File: config.mk
export PLATFORM = sky130hd
export DESIGN_NAME = isv_top
export DESIGN_NICKNAME = d
export VERILOG_FILES = /design/src/rtl/isv_pkg.sv /design/src/rtl/isv_lsb_pick.sv /design/src/rtl/isv_req_gen.sv /design/src/rtl/isv_top.sv
export SDC_FILE = /design/constraint.sdc
export NUM_CORES = 1
export LEC_CHECK = 0
export ABC_CLOCK_PERIOD_IN_PS = 2100
export CORE_MARGIN = 2
export CORE_UTILIZATION = 53
export DETAILED_ROUTE_END_ITERATION = 8
export DONT_BUFFER_PORTS = 1
export GPL_ROUTABILITY_DRIVEN = 0
export HOLD_SLACK_MARGIN = 0.08
export PLACE_DENSITY = 0.8
export SYNTH_ARGS = -nofsm -noshare
export SYNTH_HDL_FRONTEND = slang
export SYNTH_SLANG_ARGS = --single-unit
File: constraint.sdc
create_clock -name clk -period 2.1 [get_ports clk]
set_clock_uncertainty 0.05 [all_clocks]
set_input_delay 0.105 -clock clk [delete_from_list [all_inputs] [get_ports clk]]
set_output_delay 0.105 -clock clk [all_outputs]
set_load 0.05 [all_outputs]
File: src/rtl/isv_pkg.sv
package isv_pkg;
    localparam int ISV_AW = 3;
    typedef logic [ISV_AW-1:0] isv_addr_t;

    localparam isv_addr_t ISV_A_FLAGS = 3'd0;
    localparam isv_addr_t ISV_A_MASK  = 3'd1;
    localparam isv_addr_t ISV_A_VEC   = 3'd2;
    localparam isv_addr_t ISV_A_DMA   = 3'd3;
    localparam isv_addr_t ISV_A_TEST  = 3'd4;
endpackage

File: src/rtl/isv_lsb_pick.sv
// Finds the lowest set bit of a request vector.
module isv_lsb_pick #(
    parameter int W = 6,
    localparam int IW = (W > 1) ? $clog2(W) : 1
) (
    input  logic [W-1:0]  pend,
    output logic          found,
    output logic [IW-1:0] idx
);
    logic [W-1:0] below;
    logic [W-1:0] first;

    assign below[0] = 1'b0;
    generate
        for (genvar i = 1; i < W; i++) begin : g_below
            assign below[i] = below[i-1] | pend[i-1];
        end
    endgenerate

    assign first = pend & ~below;
    assign found = |pend;

    always_comb begin
        idx = '0;
        for (int k = 0; k < W; k++) begin
            if (first[k]) idx = idx | IW'(k);
        end
    end
endmodule

File: src/rtl/isv_req_gen.sv
// Interrupt and DMA request outputs from registered state.
module isv_req_gen #(
    parameter int EN_W = 6
) (
    input  logic [EN_W-1:0] flags_low,
    input  logic [EN_W-1:0] mask,
    input  logic            rx_flag,
    input  logic            tx_flag,
    input  logic            rx_en,
    input  logic            tx_en,
    output logic            irq,
    output logic            rx_dreq,
    output logic            tx_dreq
);
    assign irq     = |(flags_low & mask);
    assign rx_dreq = rx_en & rx_flag;
    assign tx_dreq = tx_en & tx_flag;
endmodule

File: src/rtl/isv_top.sv
module isv_top #(
    parameter int STAT_W     = 16,
    parameter int EN_W       = 6,
    parameter int BUSY_BIT   = 12,
    parameter int RX_BIT     = 3,
    parameter int TX_BIT     = 4,
    parameter int TEST_BIT   = 11,
    parameter int RX_DMA_BIT = 15,
    parameter int TX_DMA_BIT = 7,
    parameter logic [STAT_W-1:0] SW_CLR_MASK = STAT_W'('h0027)
) (
    input  logic              clk,
    input  logic              rst_n,
    input  logic              reg_en,
    input  logic              reg_wr,
    input  logic [2:0]        reg_addr,
    input  logic [STAT_W-1:0] reg_wdata,
    output logic [STAT_W-1:0] reg_rdata,
    input  logic [STAT_W-1:0] evt_set,
    input  logic              bus_busy,
    output logic              irq,
    output logic              rx_dreq,
    output logic              tx_dreq
);
    import isv_pkg::*;

    localparam int IDX_W = (EN_W > 1) ? $clog2(EN_W) : 1;
    localparam int VEC_W = $clog2(EN_W + 1);
    localparam logic [STAT_W-1:0] FORCE_BITS = STAT_W'({EN_W{1'b1}});

    typedef struct packed {
        logic [STAT_W-1:0] flags;
        logic [EN_W-1:0]   mask;
        logic              rx_en;
        logic              tx_en;
    } isv_state_t;

    isv_state_t st_d, st_q;

    logic              acc_wr, acc_rd;
    logic              pick_found;
    logic [IDX_W-1:0]  pick_idx;
    logic [VEC_W-1:0]  vec_code;
    logic [STAT_W-1:0] clr_bits, force_bits;
    logic [STAT_W-1:0] rd_mux;

    assign acc_wr = reg_en & reg_wr;
    assign acc_rd = reg_en & ~reg_wr;

    isv_lsb_pick #(.W(EN_W)) u_pick (
        .pend  (st_q.flags[EN_W-1:0] & st_q.mask),
        .found (pick_found),
        .idx   (pick_idx)
    );

    assign vec_code = pick_found ? (VEC_W'(pick_idx) + VEC_W'(1)) : '0;

    // next-state
    always_comb begin
        st_d       = st_q;
        clr_bits   = '0;
        force_bits = '0;
        if (acc_wr) begin
            case (reg_addr)
                ISV_A_FLAGS: clr_bits = reg_wdata & SW_CLR_MASK;
                ISV_A_MASK:  st_d.mask = reg_wdata[EN_W-1:0];
                ISV_A_DMA: begin
                    st_d.rx_en = reg_wdata[RX_DMA_BIT];
                    st_d.tx_en = reg_wdata[TX_DMA_BIT];
                    if (reg_wdata[RX_DMA_BIT]) st_d.mask[RX_BIT] = 1'b0;
                    if (reg_wdata[TX_DMA_BIT]) st_d.mask[TX_BIT] = 1'b0;
                end
                ISV_A_TEST: if (reg_wdata[TEST_BIT]) force_bits = FORCE_BITS;
                default: ;
            endcase
        end
        if (acc_rd && (reg_addr == ISV_A_VEC) && pick_found) begin
            clr_bits = clr_bits | (STAT_W'(1) << pick_idx);
        end
        st_d.flags = (st_q.flags & ~clr_bits) | force_bits | evt_set;
    end

    always_ff @(posedge clk or negedge rst_n) begin
        if (!rst_n) st_q <= '0;
        else        st_q <= st_d;
    end

    // read data
    always_comb begin
        rd_mux = '0;
        case (reg_addr)
            ISV_A_FLAGS: begin
                rd_mux           = st_q.flags;
                rd_mux[BUSY_BIT] = bus_busy;
            end
            ISV_A_MASK:  rd_mux[EN_W-1:0]  = st_q.mask;
            ISV_A_VEC:   rd_mux[VEC_W-1:0] = vec_code;
            ISV_A_DMA: begin
                rd_mux[RX_DMA_BIT] = st_q.rx_en;
                rd_mux[TX_DMA_BIT] = st_q.tx_en;
            end
            default: ;
        endcase
        reg_rdata = acc_rd ? rd_mux : '0;
    end

    isv_req_gen #(.EN_W(EN_W)) u_req (
        .flags_low (st_q.flags[EN_W-1:0]),
        .mask      (st_q.mask),
        .rx_flag   (st_q.flags[RX_BIT]),
        .tx_flag   (st_q.flags[TX_BIT]),
        .rx_en     (st_q.rx_en),
        .tx_en     (st_q.tx_en),
        .irq       (irq),
        .rx_dreq   (rx_dreq),
        .tx_dreq   (tx_dreq)
    );
endmodule

Yosys cells after proc, flatten, opt, wreduce, memory -nomap -nowiden
Cells that the tools add are included.

Bitwise gates (word level): 17. Muxes and demuxes: 22. Eq/ne operators: 6. Add/subtract/negate cells: 1. Multiply operators: 0. Order comparisons: 0. Reduce and logical (&&, ||, !) cells: 9. Divide/modulo/power cells: 0. Shift operators: 1.

Operators by type and width (number): $mux W16 (3); $or A16 B16 Y16 (3); $mux W6 (4); $and A16 B16 Y16 (1); $not A16 Y16 (1); $shl A1 B3 Y16 const A (1); $and A6 B6 Y6 (2); $mux W3 (3); $pmux W3 S3 (1); $mux W7 (1); $eq A3 B2 Y1 const B (2); $not A6 Y6 (1); $pmux W3 S2 (1); $reduce_and A3 Y1 (2); $reduce_or A6 Y1 (1); $and A1 B1 Y1 (4); $mux W1 (4); $mux W2 (2); $ne A2 B2 Y1 const B (2); $or A1 B1 Y1 (4); $pmux W1 S2 (2); $pmux W2 S2 (1); $reduce_and A2 Y1 (2); $add A3 B1 Y3 const B (1); other kinds (6) (7).

Memory bits (writable): 0. Memory bits (read-only): 0. Input bits: 40. Memories kept: 0. Flip-flop bits (word level): 24. Latch bits: 0.

Logic depth before layout (Yosys ltp)
Depth in word-level cells: 19. Depth in mapped cells: 7. Depth with buffers taken out: 7.

Cells and area by module
Synthesis repeated with hierarchy kept, for this count alone.

Cell total of the unflattened synthesis: 142. Area total of the unflattened synthesis: 1443.9 um^2.

By module, submodules not included: isv_top (sequential area each 575.6 um^2, instances 1, cells an instance 126, area an instance 1346.3 um^2); isv_lsb_pick (sequential area each 0.0 um^2, instances 1, cells an instance 10, area an instance 57.6 um^2); isv_req_gen (sequential area each 0.0 um^2, instances 1, cells an instance 6, area an instance 40.0 um^2).

Least setup slack after synthesis
OpenSTA, ideal clock, no wires.

Path type: reg2out. Start point: register st_q[8] in the netlist's numbering. End point: output reg_rdata[1]. Data required time: 1945 ps. Slack: -269 ps. Arrival: 2214 ps. Cell stages (with the launch flop): 7. Path through: dfrtp_1 a22oi_1 nand2_1 o22ai_1 ha_1 nand3b_1 a21oi_1.

Longest elaborated chain between the ends: 12. Elaborated cells on any way between the ends: 17. Those cells by class: 1 x add/sub; 8 x mux; 7 x bitwise; 1 x reduce/logical.

RTL lines: start: declaration (line isv_top.sv:38) `isv_state_t st_d, st_q;`; start signal: assignment (line isv_top.sv:85) `else st_q <= st_d;`; $and A6 B6 Y6 (*) (line isv_top.sv:51) `.pend (st_q.flags[EN_W-1:0] & st_q.mask),`; $not A6 Y6 or $or A1 B1 Y1 (tied branches) (line isv_lsb_pick.sv:20, isv_lsb_pick.sv:16); $and A6 B6 Y6, or another cell as far along (line isv_lsb_pick.sv:20) `assign first = pend & ~below;`; $mux W1, or another cell as far along (line isv_lsb_pick.sv:26) `if (first[k]) idx = idx | IW'(k);`; $mux W2, or another cell as far along (line isv_lsb_pick.sv:26); $mux W2 or $not A6 Y6 (tied branches) (line isv_lsb_pick.sv:26, isv_lsb_pick.sv:20); $mux W3 or $and A6 B6 Y6 (tied branches) (line isv_lsb_pick.sv:26, isv_lsb_pick.sv:20); $mux W3 (line isv_lsb_pick.sv:26); $add A3 B1 Y3 (line isv_top.sv:56) `assign vec_code = pick_found ? (VEC_W'(pick_idx) + VEC_W'(1)) : '0;`; $mux W3 (*) (line isv_top.sv:56); $pmux W3 S3 (*) (line isv_top.sv:91) `case (reg_addr)`; $mux W16 (*) (line isv_top.sv:104) `reg_rdata = acc_rd ? rd_mux : '0;`; end: declaration (line isv_top.sv:18) `output logic [STAT_W-1:0] reg_rdata,`.

Mark *: on every way between the ends. The rest lies on a longest branch, timed or not.

Worst setup path after layout
Start point: register st_q[11] in the netlist's numbering. End point: output reg_rdata[1].

Longest elaborated chain between the ends: 10. Elaborated cells on any way between the ends: 13. Those cells by class: 1 x add/sub; 6 x mux; 5 x bitwise; 1 x reduce/logical.

RTL lines: $and A6 B6 Y6 (*) (line isv_top.sv:51); $or A1 B1 Y1 (2 in a row) (line isv_lsb_pick.sv:16) `assign below[i] = below[i-1] | pend[i-1];`; $not A6 Y6 (line isv_lsb_pick.sv:20); $and A6 B6 Y6 (line isv_lsb_pick.sv:20); $mux W3 (line isv_lsb_pick.sv:26); $add A3 B1 Y3 (line isv_top.sv:56); $mux W3 (*) (line isv_top.sv:56); $pmux W3 S3 (*) (line isv_top.sv:91); $mux W16 (*) (line isv_top.sv:104).

Marked as above.

==> metrics <==
first-pass GRT wire length=6989 microns; Clk pwr share=16.6%; Pint=860.0 uW; Hold Vio Cnt, Final=0; Reg clk slew, reported paths=0.14 ns; Worst-Margin Slew=1.264 ns; row cnt=18; Root Driver=clkbuf_4; Mean Syn Cell Area=10.02 sq um; Rel. slew slack=14.97%; gr usage total=33.75%; worst reg2reg setup slack=0.09 ns; Syn. warnings=0; clk buf depth=2; CTS tree=yes; crit start category=flip-flop; max reg flops=23; fmax=398.1 MHz; crit-path max cell delay=0.49 ns; Hold WC Path Type=primary input to flip-flop; Clk Latency, worst-skew pair=0.33 ns; Die Y=54.89 microns; slack of the critical path=-0.4122 ns; VDD IR max=0.7122 mV; Area growth syn-to-layout=52.51%; CP Max Fanout=4; syn nets=183; Net Sw Frac=38.07%; Finish-stage setup viols=2; Largest Register=st_q; drt total wl=4928 microns; violated checks=negative setup slack; largest registers=st_q x23; Syn Inst Count=137; fin crit share=119.6%; clock sinks=23; area of the mapped netlist=1373 sq um; drt wl/cell=21.71 microns; #FFs+latches synth=23; CP Capture Type=output pin; DRC=0; # fillers=139; GR Overflow Total=0; Comb pwr share=45.7%; distinct cell type count after synthesis=31; sequential-to-total area share from yosys stat=41.93%; pin count of the biggest net entering global routing=24; Initial Utilization=55.91%; core area=2455 sq um; area of the multi-input gates=867.1 sq um; vias in the first global route=1492; CP Class=flip-flop to output pin; Die Area=3013 sq um; DR vias=1479; I/O pin count=59; Final Critical Period=2.512 ns; Slowest cell on crit path=dfrtp_2; arrival time worst endpoint=2.36 ns; Worst Path Required=1.95 ns; Total Power=1.389 mW; crit path cell chain=a22oi_2, nand2_2, o22ai_4, buf_6, ha_4, nand3b_1, a21oi_2, buf_12; post-route ant nets=0; htree depth=1; outcome=finished with violations; Pre-antenna DRT Iters=4; Nets=244; antenna cells=0; Flop pwr share=37.7%; RSZ-0062 raised after global routing=yes; share of cells above drive strength 1=35.53%; Die W=54.89 microns; DR iter-0 viols=69; Psw=528.6 uW; IO Port Bufs=0; Static Leak=0.8104 nW; max-slew violation count=0; TritonCTS buffer count=3; Via density=6.515; max-cap violations=0; Final HPWL DP=2498 microns; PwrDens=663.4 nW/um^2; hold_ws=0.1514 ns; initial antenna violation count=0; register area=580.6 sq um
power groups by stage:
stage          Sequential (mW)  Clock (mW)  Combinational (mW)
6_report                 0.523       0.231               0.634
5_1_grt                  0.528       0.246               0.667
3_3_place_gp             0.520           0               0.330
3_5_place_dp             0.523           0               0.344
4_1_cts                  0.513       0.232               0.518
2_1_floorplan            0.514           0               0.273
kinds of logic (layout without fill, tap and decap cells):
| kind of cell | after synthesis | count (layout) | share of synthesized area [%] |
|---|---|---|---|
| buffers and inverters | 8 | 68 | 2.916 |
| AND/OR/NAND/NOR | 63 | 63 | 26.07 |
| flip-flops | 23 | 23 | 41.93 |
| adder cells (fa/ha/maj) | 6 | 6 | 5.469 |
| multiplexers | 12 | 12 | 9.572 |
| AO/OA/AOI/OAI | 25 | 25 | 14.04 |
per-stage QoR:
stage	TNS [ns]	util, %	std cells	area, sq um	setup slack (ns)
after CTS	-0.3370	82.11	226	2016	-0.1643
after floorplan	-0.02039	-	137	1379	-0.02039
after global routing	-0.8260	85.27	227	2093	-0.4839
final	-0.6619	85.27	227	2093	-0.4122
after global placement	0	62.18	177	1526	0.04791
after detailed placement	-0.01632	62.18	177	1526	-0.01632
synth_stat cells:
| cell type | n | area [sq um] |
|---|---|---|
| buf_6 | 1 | 11.26 |
| nor3b_1 | 1 | 7.510 |
| o22ai_1 | 2 | 12.51 |
| nand3b_1 | 1 | 7.510 |
| a22oi_1 | 3 | 22.52 |
| buf_2 | 2 | 10.01 |
| mux2_2 | 9 | 101.4 |
| a21o_1 | 3 | 22.52 |
| nor3_4 | 1 | 16.27 |
| buf_1 | 1 | 3.750 |
| a211o_1 | 2 | 17.52 |
| or2_2 | 7 | 43.79 |
| nand2_1 | 16 | 60.06 |
| inv_1 | 4 | 15.01 |
| nand2b_1 | 1 | 6.260 |
| mux2i_1 | 3 | 30.03 |
| dfrtp_1 | 23 | 575.6 |
| and2_1 | 12 | 75.07 |
| or3b_1 | 1 | 8.760 |
| nand3_1 | 12 | 60.06 |
| a311o_1 | 4 | 40.04 |
| nor3_1 | 3 | 15.01 |
| nor2_1 | 4 | 15.01 |
| nor3_2 | 1 | 10.01 |
| o21ai_0 | 2 | 10.01 |
| a22o_1 | 4 | 35.03 |
| a32oi_1 | 2 | 17.52 |
| nor2_8 | 1 | 20.02 |
| nor4_1 | 2 | 12.51 |
| ha_1 | 6 | 75.07 |
| a21oi_1 | 3 | 15.01 |
path summary, 6_finish.rpt:
kind	from	endpoint	cells past startpoint
min reg2reg	st_q[21]	st_q[21]	1
min in group asynchronous	rst_n	st_q[23]	1
min	reg_addr[1]	st_q[9]	2
max in group asynchronous	rst_n	st_q[10]	1
max reg2reg	st_q[11]	st_q[11]	8
max	st_q[11]	reg_rdata[1]	8
cell type report:
type	count	share of cell area, %
timing repair buffer	60	26.90
sequential	23	27.73
tap	30	1.793
clock inverter	1	0.3586
clock buffer	3	1.076
multi-input combinational	106	41.42
inverter	4	0.7173
placed cells by master (no fill, tap or decap), drive strengths merged, types with 4 or more instances in the layout:
master / netlist / layout
dfrtp: 23 / 23
dlygate4sd3: 0 / 32
a22o: 4 / 4
nor2: 5 / 5
nand2: 16 / 16
buf: 4 / 28
or2: 7 / 7
and2: 12 / 12
nand3: 12 / 12
inv: 4 / 4
mux2: 9 / 9
nor3: 5 / 5
ha: 6 / 6
a311o: 4 / 4
per-layer routing:
metal,share of wire [%],global-route usage [%]
met5,0,0
met4,6.9,18.70
met3,8.7,6.989
met2,48,58.73
met1,36,38.43
timing repair:
item	4_1_cts	5_1_grt
gates cloned	0	0
hold buffers	32	0
setup buffers	13	1
pin swaps	8	8
gates resized for setup	7	14
hold endpoints to repair	46	0
endpoints found under the setup margin	2	8
worst max-delay path, delay by kind of cell, from the launching register on:
| kind | cells | cell delay (ns) |
|---|---|---|
| DFF | 1 | 0.49 |
| buffers and inverters | 2 | 0.30 |
| and+or+nand+nor | 2 | 0.35 |
| adders and majority gates | 1 | 0.19 |
| AOI/OAI and AO/OA | 3 | 0.69 |
(Power assumes the default switching activity.)
